File: src/rtl/auxclk_divider.sv
`timescale 1ns/1ps
module auxclk_divider #(
  parameter int CW = 6,
  localparam int NW = CW + 1,
  localparam int NMAX = 1 << CW
) (
  input  logic          clk,
  input  logic          rst_n,
  input  logic [CW-1:0] div_sel,
  input  logic [1:0]    out_ctl,
  input  logic          pll_acq,
  input  logic          bkup_sel,
  output logic          aux_clk,
  output logic [1:0]    drv_code
);
  typedef enum logic [1:0] {S_RUN, S_LOW, S_HIGH} st_t;
  localparam logic [NW-1:0] ONE = NW'(1);

  st_t           st;
  logic [NW-1:0] n_act, cnt;
  logic          q_pos, q_neg;

  wire           lo_req = pll_acq & ~bkup_sel;
  wire           hi_req = out_ctl[1];
  wire [NW-1:0]  n_new  = {1'b0, div_sel} + ONE;
  wire [NW-1:0]  half   = (n_act + ONE) >> 1;
  wire           wrap   = (cnt == n_act - ONE);
  wire [NW-1:0]  cnt_nx = wrap ? '0 : cnt + ONE;
  wire           bypass = (n_act == ONE);
  wire           odd    = n_act[0];

  always_ff @(posedge clk or negedge rst_n) begin
    if (!rst_n) begin
      st    <= S_LOW;
      n_act <= NW'(NMAX);
      cnt   <= '0;
      q_pos <= 1'b0;
    end else if (lo_req) begin
      st    <= S_LOW;
      cnt   <= '0;
      q_pos <= 1'b0;
    end else if (hi_req) begin
      st    <= S_HIGH;
      cnt   <= '0;
      q_pos <= 1'b0;
    end else if (st != S_RUN) begin
      st    <= S_RUN;
      cnt   <= '0;
      q_pos <= 1'b1;
    end else begin
      cnt   <= cnt_nx;
      q_pos <= wrap | (cnt_nx < half);
      if (wrap) n_act <= n_new;
    end
  end

  always_ff @(negedge clk or negedge rst_n) begin
    if (!rst_n) q_neg <= 1'b0;
    else        q_neg <= bypass ? 1'b0 : q_pos;
  end

  assign aux_clk = (st == S_HIGH) ? 1'b1 :
                   (st == S_LOW)  ? 1'b0 :
                   bypass         ? clk  :
                   odd            ? (q_pos & q_neg) : q_pos;

  assign drv_code = out_ctl[1] ? 2'b00 : {1'b1, out_ctl[0]};

  logic pv;
  always_ff @(posedge clk or negedge rst_n) begin
    if (!rst_n) pv <= 1'b0;
    else        pv <= 1'b1;
  end

  assert_force_low_R8: assert property (@(posedge clk) disable iff (!rst_n)
    pv && $past(lo_req) |-> !aux_clk);

  assert_force_high_R7: assert property (@(posedge clk) disable iff (!rst_n)
    pv && $past(hi_req && !lo_req) |-> aux_clk);

  assert_cnt_bound_R2: assert property (@(posedge clk) disable iff (!rst_n)
    cnt < n_act);

  assert_div_wrap_R6: assert property (@(posedge clk) disable iff (!rst_n)
    pv && (n_act != $past(n_act)) |-> cnt == '0);
endmodule

File: config.mk
export PLATFORM = sky130hd
export DESIGN_NAME = auxclk_divider
export DESIGN_NICKNAME = d
export VERILOG_FILES = /design/src/rtl/auxclk_divider.sv
export SDC_FILE = /design/constraint.sdc
export NUM_CORES = 1
export LEC_CHECK = 0
export BUFFER_PORTS_ARGS = -buffer_cell sky130_fd_sc_hd__clkbuf_2
export CAP_MARGIN = 20
export CELL_PAD_IN_SITES_DETAIL_PLACEMENT = 0
export CELL_PAD_IN_SITES_GLOBAL_PLACEMENT = 2
export CORE_UTILIZATION = 32
export DETAILED_ROUTE_END_ITERATION = 7
export GPL_TIMING_DRIVEN = 0
export MAX_ROUTING_LAYER = met4
export PLACE_DENSITY_LB_ADDON = 0.1
export SLEW_MARGIN = 5
export SYNTH_ARGS = -nofsm -noshare
export SYNTH_HDL_FRONTEND = slang
export SYNTH_SLANG_ARGS = --single-unit
File: constraint.sdc
create_clock -name clk -period 2.6 [get_ports clk]
set_input_delay 0 -clock clk [delete_from_list [all_inputs] [get_ports clk]]
set_output_delay 0 -clock clk [all_outputs]
set_load 0.05 [all_outputs]
==> flow_summary.json, run 1 <==
{
  "worst-slew-pin-transition_ns": 0.5373,
  "syn-mean-instance-area_um2": 9.515,
  "dr.pass1.iters": 4,
  "syn_inst": 134,
  "maxCapViolCount": 0,
  "grt_max_degree": 19,
  "tns_ns": -0.2778,
  "viasPerCell": 4.764,
  "critical-path-top-delay-family": "buffers and inverters",
  "start_kind": "flip-flop",
  "nets": 186,
  "drive_gt1_frac": 0.2622,
  "crit_type": "flip-flop to primary output",
  "start_util": 0.3406,
  "grt_remaining_overflow": 0,
  "globalplace.congestion": 0.7787,
  "hold_path.class": "input port to flip-flop",
  "vias": 1010,
  "power.density_nw_per_um2": 402.7,
  "setup_ws_ns": -0.1712,
  "synth_nets": 156,
  "insertion_delay_ns": 0.27,
  "crit_required_ns": 2.60,
  "finalWirelength_mm": 2.897,
  "ant_nets": 0,
  "clkTransAtPathRegs_ns": 0.08,
  "multi_input_area_um2": 848.3,
  "yosysWarnings": 0,
  "drt_iter0_markers": 17,
  "crit_path_end_kind": "primary output",
  "fp.dieH_um": 65.12,
  "ios": 15,
  "synth_cell_type_count": 33,
  "dieArea_um2": 4241,
  "synth_seq_area_share": 0.3553,
  "dp.cells": 196,
  "grt_pass1_wl_mm": 4.885,
  "crit_path_frequent_cell": "buf_8",
  "grt_pass1_vias": 1110,
  "port_buffers": 14,
  "rsz0062_at_grt": "true",
  "peakVddDrop_v": 0.0003022,
  "finalHoldViolations": 0,
  "cts_tree": "done",
  "drv_slew": 0,
  "setup_viol": 3,
  "crit_path_max_incr_delay_ns": 0.38,
  "cp_cell_sequence": "o21ai_1 -> mux2i_1 -> clkbuf_8 -> buf_8 -> nor2_2 -> o21ai_2 -> buf_8",
  "path_max_fanout": 2,
  "antenna_found_initial": 0,
  "leakage_nw": 0.7732,
  "arrival_ns": 2.77,
  "area.growth.synth_to_final_pct": 30.52,
  "dieWidth_um": 65.12,
  "register_area_um2": 455.4,
  "diodes": 0,
  "dp_hpwl_mm": 2.140,
  "outcome": "finished with violations",
  "fin_cells": 212,
  "synthesis.area_um2": 1275,
  "fp-row-count": 22,
  "synth_seq_cells": 18,
  "path_buf_inv": 3,
  "violations": "negative setup slack",
  "core_area_um2": 3744,
  "wl_per_cell_um": 13.67,
  "n_fill_cell": 389,
  "slew_headroom": 0.6410,
  "drc": 0,
  "skew_ns": 0.01468,
  "slowest_stage": "dfrtn_1",
  "grt_use_total": 0.1619
}
[metal layers]
layer | GRT usage | vias up | share of wire
li1 | - | 519 | -
met2 | 0.2500 | 6 | 0.49
met4 | 0.08967 | 0 | 0.0072
met3 | 0.03299 | 2 | 0.015
met1 | 0.1978 | 483 | 0.49
met5 | - | - | 0
[worst min-delay path: cells and delay by family]
family,cells,cell delay (ns)
AND/OR/NAND/NOR,2,0.21
buffers and inverters,1,0.07
[stage by stage]
step	total power, W	area (µm²)	utilization	worst slack, ns	hold slack, ns
floorplan	0.0003392	1291	-	0.01215	-0.2956
finish	0.0006702	1664	0.4445	-0.1712	0.06465
global route	0.0007045	1664	0.4445	-0.2522	0.08531
CTS	0.0006808	1628	0.4348	-0.2269	0.06234
global placement	0.0003641	1421	0.3797	-0.3159	-0.02827
detailed placement	0.0003652	1421	0.3797	-0.3390	-0.01464
[synth_stat cells (all sizes together)]
cell type / instances / area share
o32ai: 1 / 0.013
clkbuf: 1 / 0.0029
a21oi: 3 / 0.012
nor3: 3 / 0.021
xor2: 13 / 0.089
nand3: 11 / 0.043
dfrtn: 1 / 0.020
nand3b: 2 / 0.012
buf: 2 / 0.0079
nor4: 1 / 0.0098
and2: 1 / 0.0049
a21o: 1 / 0.0059
o41a: 1 / 0.0088
nor2: 22 / 0.065
xnor2: 9 / 0.062
mux2: 5 / 0.044
mux2i: 3 / 0.024
a21boi: 1 / 0.0059
nor2b: 2 / 0.0098
dfrtp: 15 / 0.29
o21ai: 2 / 0.0079
o21bai: 1 / 0.0059
o31ai: 1 / 0.0059
dfstp: 2 / 0.041
inv: 6 / 0.018
a211oi: 1 / 0.0059
nand2b: 1 / 0.0049
and3: 5 / 0.025
ha: 10 / 0.098
o2111ai: 1 / 0.012
nand2: 5 / 0.015
o311a: 1 / 0.0079
[state kept, by name, indices dropped and copies added (netlist names)]
register and count:
cnt 7, n_act 7, st 2, q_neg 1, q_pos 1
[path summary, 6_finish.rpt]
check / start / end / slack (ns) / cells past startpoint
max in group asynchronous: rst_n / q_neg$_DFF_NN0_ / 0.85 / 2
worst max-delay path: q_neg$_DFF_NN0_ / aux_clk / -0.17 / 7
worst max register to register: n_act[3]$_DFFE_PN0P_ / q_neg$_DFF_NN0_ / -0.06 / 3
worst min-delay path: pll_acq / st[1]$_DFFE_PN0P_ / 0.06 / 3
worst min register to register: n_act[0]$_DFFE_PN0P_ / n_act[0]$_DFFE_PN0P_ / 0.57 / 2
min in group asynchronous: rst_n / cnt[2]$_DFF_PN0_ / 0.22 / 2
[kinds of logic after synthesis]
| kind of cell | Yosys count | share of synthesized area |
|---|---|---|
| AOI/OAI and AO/OA | 14 | 0.09029 |
| xor gates and xnor gates | 22 | 0.1511 |
| adders and majority gates | 10 | 0.09814 |
| buffers and inverters | 9 | 0.02846 |
| DFF | 18 | 0.3552 |
| muxes | 8 | 0.06771 |
| and+or+nand+nor | 53 | 0.2090 |
[repair_timing]
action | 4_1_cts | 5_1_grt
hold buffers | 5 | 0
pin swaps | 3 | 5
endpoints found under the setup margin | 3 | 3
buffers inserted | 1 | 1
gates resized for setup | 7 | 10
hold endpoints to repair | 18 | 0
gates cloned | 0 | 0
[area by class of cell]
| type | count | share of cell area |
|---|---|---|
| clock buffer | 10 | 0.07820 |
| sequential | 18 | 0.2737 |
| timing repair buffer | 20 | 0.07820 |
| clock inverter | 2 | 0.005263 |
| tap | 48 | 0.03609 |
| inverter | 5 | 0.01128 |
| multi-input combinational | 107 | 0.5098 |
| buffer | 2 | 0.007519 |
[where the power goes]
group,switching [W],internal [W]
combinational,0.0000334,0.0000255
sequential,0.00000532,0.000286
clock,0.000135,0.000186
total,0.000173,0.000497
[placed cells by master, fill, tap and decap left out, drive strengths merged]
| cell | n |
|---|---|
| clkbuf | 22 |
| inv | 6 |
| nor2b | 2 |
| nor2 | 22 |
| o32ai | 1 |
| nand3b | 2 |
| nand3 | 11 |
| xnor2 | 9 |
| buf | 5 |
| dfrtp | 15 |
| o31ai | 1 |
| a21oi | 3 |
| o311a | 1 |
| nand2b | 1 |
| nor4 | 1 |
| nor3 | 3 |
| dfstp | 2 |
| o41a | 1 |
| dfrtn | 1 |
| and3 | 5 |
| a21o | 1 |
| clkinv | 1 |
| a21boi | 1 |
| mux2 | 5 |
| o21bai | 1 |
| o21ai | 2 |
| a211oi | 1 |
| mux2i | 3 |
| ha | 10 |
| and2 | 1 |
| xor2 | 13 |
| dlygate4sd3 | 5 |
| o2111ai | 1 |
| nand2 | 5 |
Note: power is estimated with default switching activity, not from simulation.
==> run 2: changes to the inputs <==
- CELL_PAD_IN_SITES_DETAIL_PLACEMENT: 0 -> 1
==> run 2 against run 1 <==
Effect of this change:
- the run still ends with negative setup slack left
- critical path depth stayed put
- critical path type unchanged
- via count is 4.9% higher
- combinational power is 1% lower
- largest cell class unchanged
- sequential share of layout area rose by 0.12 points
- sequential power about the same
- routed wire length increased by 8.7%
- hold slack got worse by 0.0070 ns
- count of clock-buffer cells in the layout unchanged
==> flow_summary.json, run 2 (synthesized netlist as in run 1, its figures left out) <==
{
  "outcome": "finished with violations",
  "violations": "negative setup slack",
  "drc": 0,
  "setup_viol": 3,
  "fin_util": 0.4425,
  "finalWirelength_mm": 3.149,
  "worstHoldPathCells": 3,
  "reg_top3": "cnt: 7 flops, n_act: 7 flops, st: 2 flops",
  "dp.cells": 196,
  "route.met3.wl_um": 53,
  "grt_remaining_overflow": 0,
  "hold_path.class": "input port to flip-flop",
  "grt_max_degree": 19,
  "tns_ns": -0.2265,
  "grt_pass1_wl_mm": 5.513,
  "clkTransAtPathRegs_ns": 0.08,
  "drt_iter0_markers": 33,
  "met2_length_mm": 1.550,
  "sw_frac_of_total": 0.2635,
  "ios": 15,
  "path_max_fanout": 2,
  "crit_path_max_incr_delay_ns": 0.39,
  "crit_required_ns": 2.60,
  "peakVddDrop_v": 0.0002595,
  "wl_per_cell_um": 14.71,
  "viasPerCell": 4.949,
  "p_int_w": 0.0004973,
  "power.density_nw_per_um2": 407.6,
  "path_buf_inv": 3,
  "fp-row-count": 22,
  "fin_cells": 214,
  "power_frac_clock": 0.481,
  "crit_path_end_kind": "primary output",
  "port_buffers": 14,
  "core_area_um2": 3744,
  "dr.pass1.iters": 4,
  "register_area_um2": 455.4,
  "dieWidth_um": 65.12,
  "mostFrequentLayoutCell": "nor2_1",
  "worst-slew-pin-transition_ns": 0.5475,
  "top_layer": "met4",
  "dp_hpwl_mm": 2.357,
  "crit_path_frequent_cell": "buf_8",
  "cts_tree": "done",
  "n_fill_cell": 462,
  "final_cell_mix": "nor2_1 (20), xor2_1 (13), dfrtp_1 (13), clkbuf_2 (13), nand3_1 (11)",
  "seqPwrFrac": 0.432,
  "r2r_cells": 3,
  "cp_cell_sequence": "o21ai_1 -> mux2i_1 -> clkbuf_8 -> buf_8 -> nor2_2 -> o21ai_2 -> buf_8",
  "vias": 1059,
  "power.combinational.fraction": 0.086,
  "insertion_delay_ns": 0.27,
  "drv_slew": 0,
  "area.growth.synth_to_final_pct": 29.93,
  "place_ws_ns": -0.3497,
  "skew_ns": 0.01392,
  "drive_gt1_frac": 0.2711,
  "ant_nets": 0,
  "rsz0062_at_grt": "true",
  "arrival_ns": 2.75,
  "leakage_nw": 0.7787,
  "fp.dieH_um": 65.12,
  "multi_input_area_um2": 828.3,
  "diodes": 0,
  "slew_headroom": 0.6342,
  "maxCapViolCount": 0,
  "power_switching_w": 0.0001779,
  "path_depth": 7,
  "slowest_stage": "dfrtn_1",
  "start_util": 0.3406,
  "grt_pass1_vias": 1221,
  "drt-met1-wl_mm": 1.485,
  "crit_type": "flip-flop to primary output",
  "start_kind": "flip-flop",
  "nets": 188,
  "dieArea_um2": 4241,
  "finalHoldViolations": 0,
  "grt_use_total": 0.1826,
  "globalplace.congestion": 0.7787,
  "antenna_found_initial": 0,
  "setup_ws_ns": -0.1495,
  "critical-path-top-delay-family": "buffers and inverters"
}
## run 2: changes by cell type in the layout (fill, tap and decap cells not counted)
cell	delta
buf_4	+2
o31ai_4	-1
clkbuf_4	-1
o2111ai_4	-1
o31ai_2	+1
nand2_1	-1
nand2_2	+1
buf_2	+1
nor2_2	-1
nor2_1	+1
o2111ai_2	+1
## run 2: worst paths after layout
| check | startpoint | endpoint | slack [ns] |
|---|---|---|---|
| max | q_neg$_DFF_NN0_ | aux_clk | -0.15 |
| min | pll_acq | st[1]$_DFFE_PN0P_ | 0.06 |
| max reg2reg | n_act[3]$_DFFE_PN0P_ | q_neg$_DFF_NN0_ | -0.05 |
| min reg2reg | n_act[0]$_DFFE_PN0P_ | n_act[0]$_DFFE_PN0P_ | 0.60 |
| max in group asynchronous | rst_n | q_neg$_DFF_NN0_ | 0.84 |
| min in group asynchronous | rst_n | cnt[2]$_DFF_PN0_ | 0.21 |
## run 2: worst reg2reg max path: stages (launching register included)
cell and delay, ns:
dfrtp_1 0.52, nor4_4 0.36, nand3b_1 0.16, and2_1 0.18
## run 2: through the flow
stage / instance area (µm²) / hold WS, ns / total power (W)
2_1_floorplan: 1291 / -0.2956 / 0.0003392
3_3_place_gp: 1421 / -0.02827 / 0.0003641
3_5_place_dp: 1421 / -0.01382 / 0.0003661
4_1_cts: 1610 / 0.05165 / 0.0006866
5_1_grt: 1657 / 0.09209 / 0.0007061
6_report: 1657 / 0.05768 / 0.0006751
## run 2: cell type report
type	count	area share
plain buffers	2	0.006042
clock buffers	10	0.07855
clock inverters	2	0.005287
well taps	48	0.03625
multi-input cells	107	0.5000
flip-flops and latches	18	0.2749
inverters	5	0.01133
repair buffers	22	0.08761
## run 2: repair_timing
| action | in CTS | in global routing |
|---|---|---|
| resized for setup | 5 | 9 |
| pin swaps | 2 | 3 |
| buffers inserted | 1 | 3 |
| endpoints found under the setup margin | 3 | 8 |
| hold buffers | 5 | 0 |
| hold endpoints to repair | 18 | 0 |
| cloned | 0 | 0 |
## run 2: layer usage
layer	vias to the layer above	global-route usage
li1	528	-
met5	-	-
met1	517	0.2234
met2	9	0.2760
met4	0	0.1196
met3	5	0.03299
## run 2: power groups by stage
stage	sequential, W	combinational, W	clock [W]
after floorplan	0.000295	0.0000294	0.0000148
after global placement	0.000297	0.0000515	0.0000162
after detailed placement	0.000297	0.0000530	0.0000162
after CTS	0.000292	0.0000591	0.000336
after global routing	0.000293	0.0000670	0.000346
final	0.000292	0.0000581	0.000325
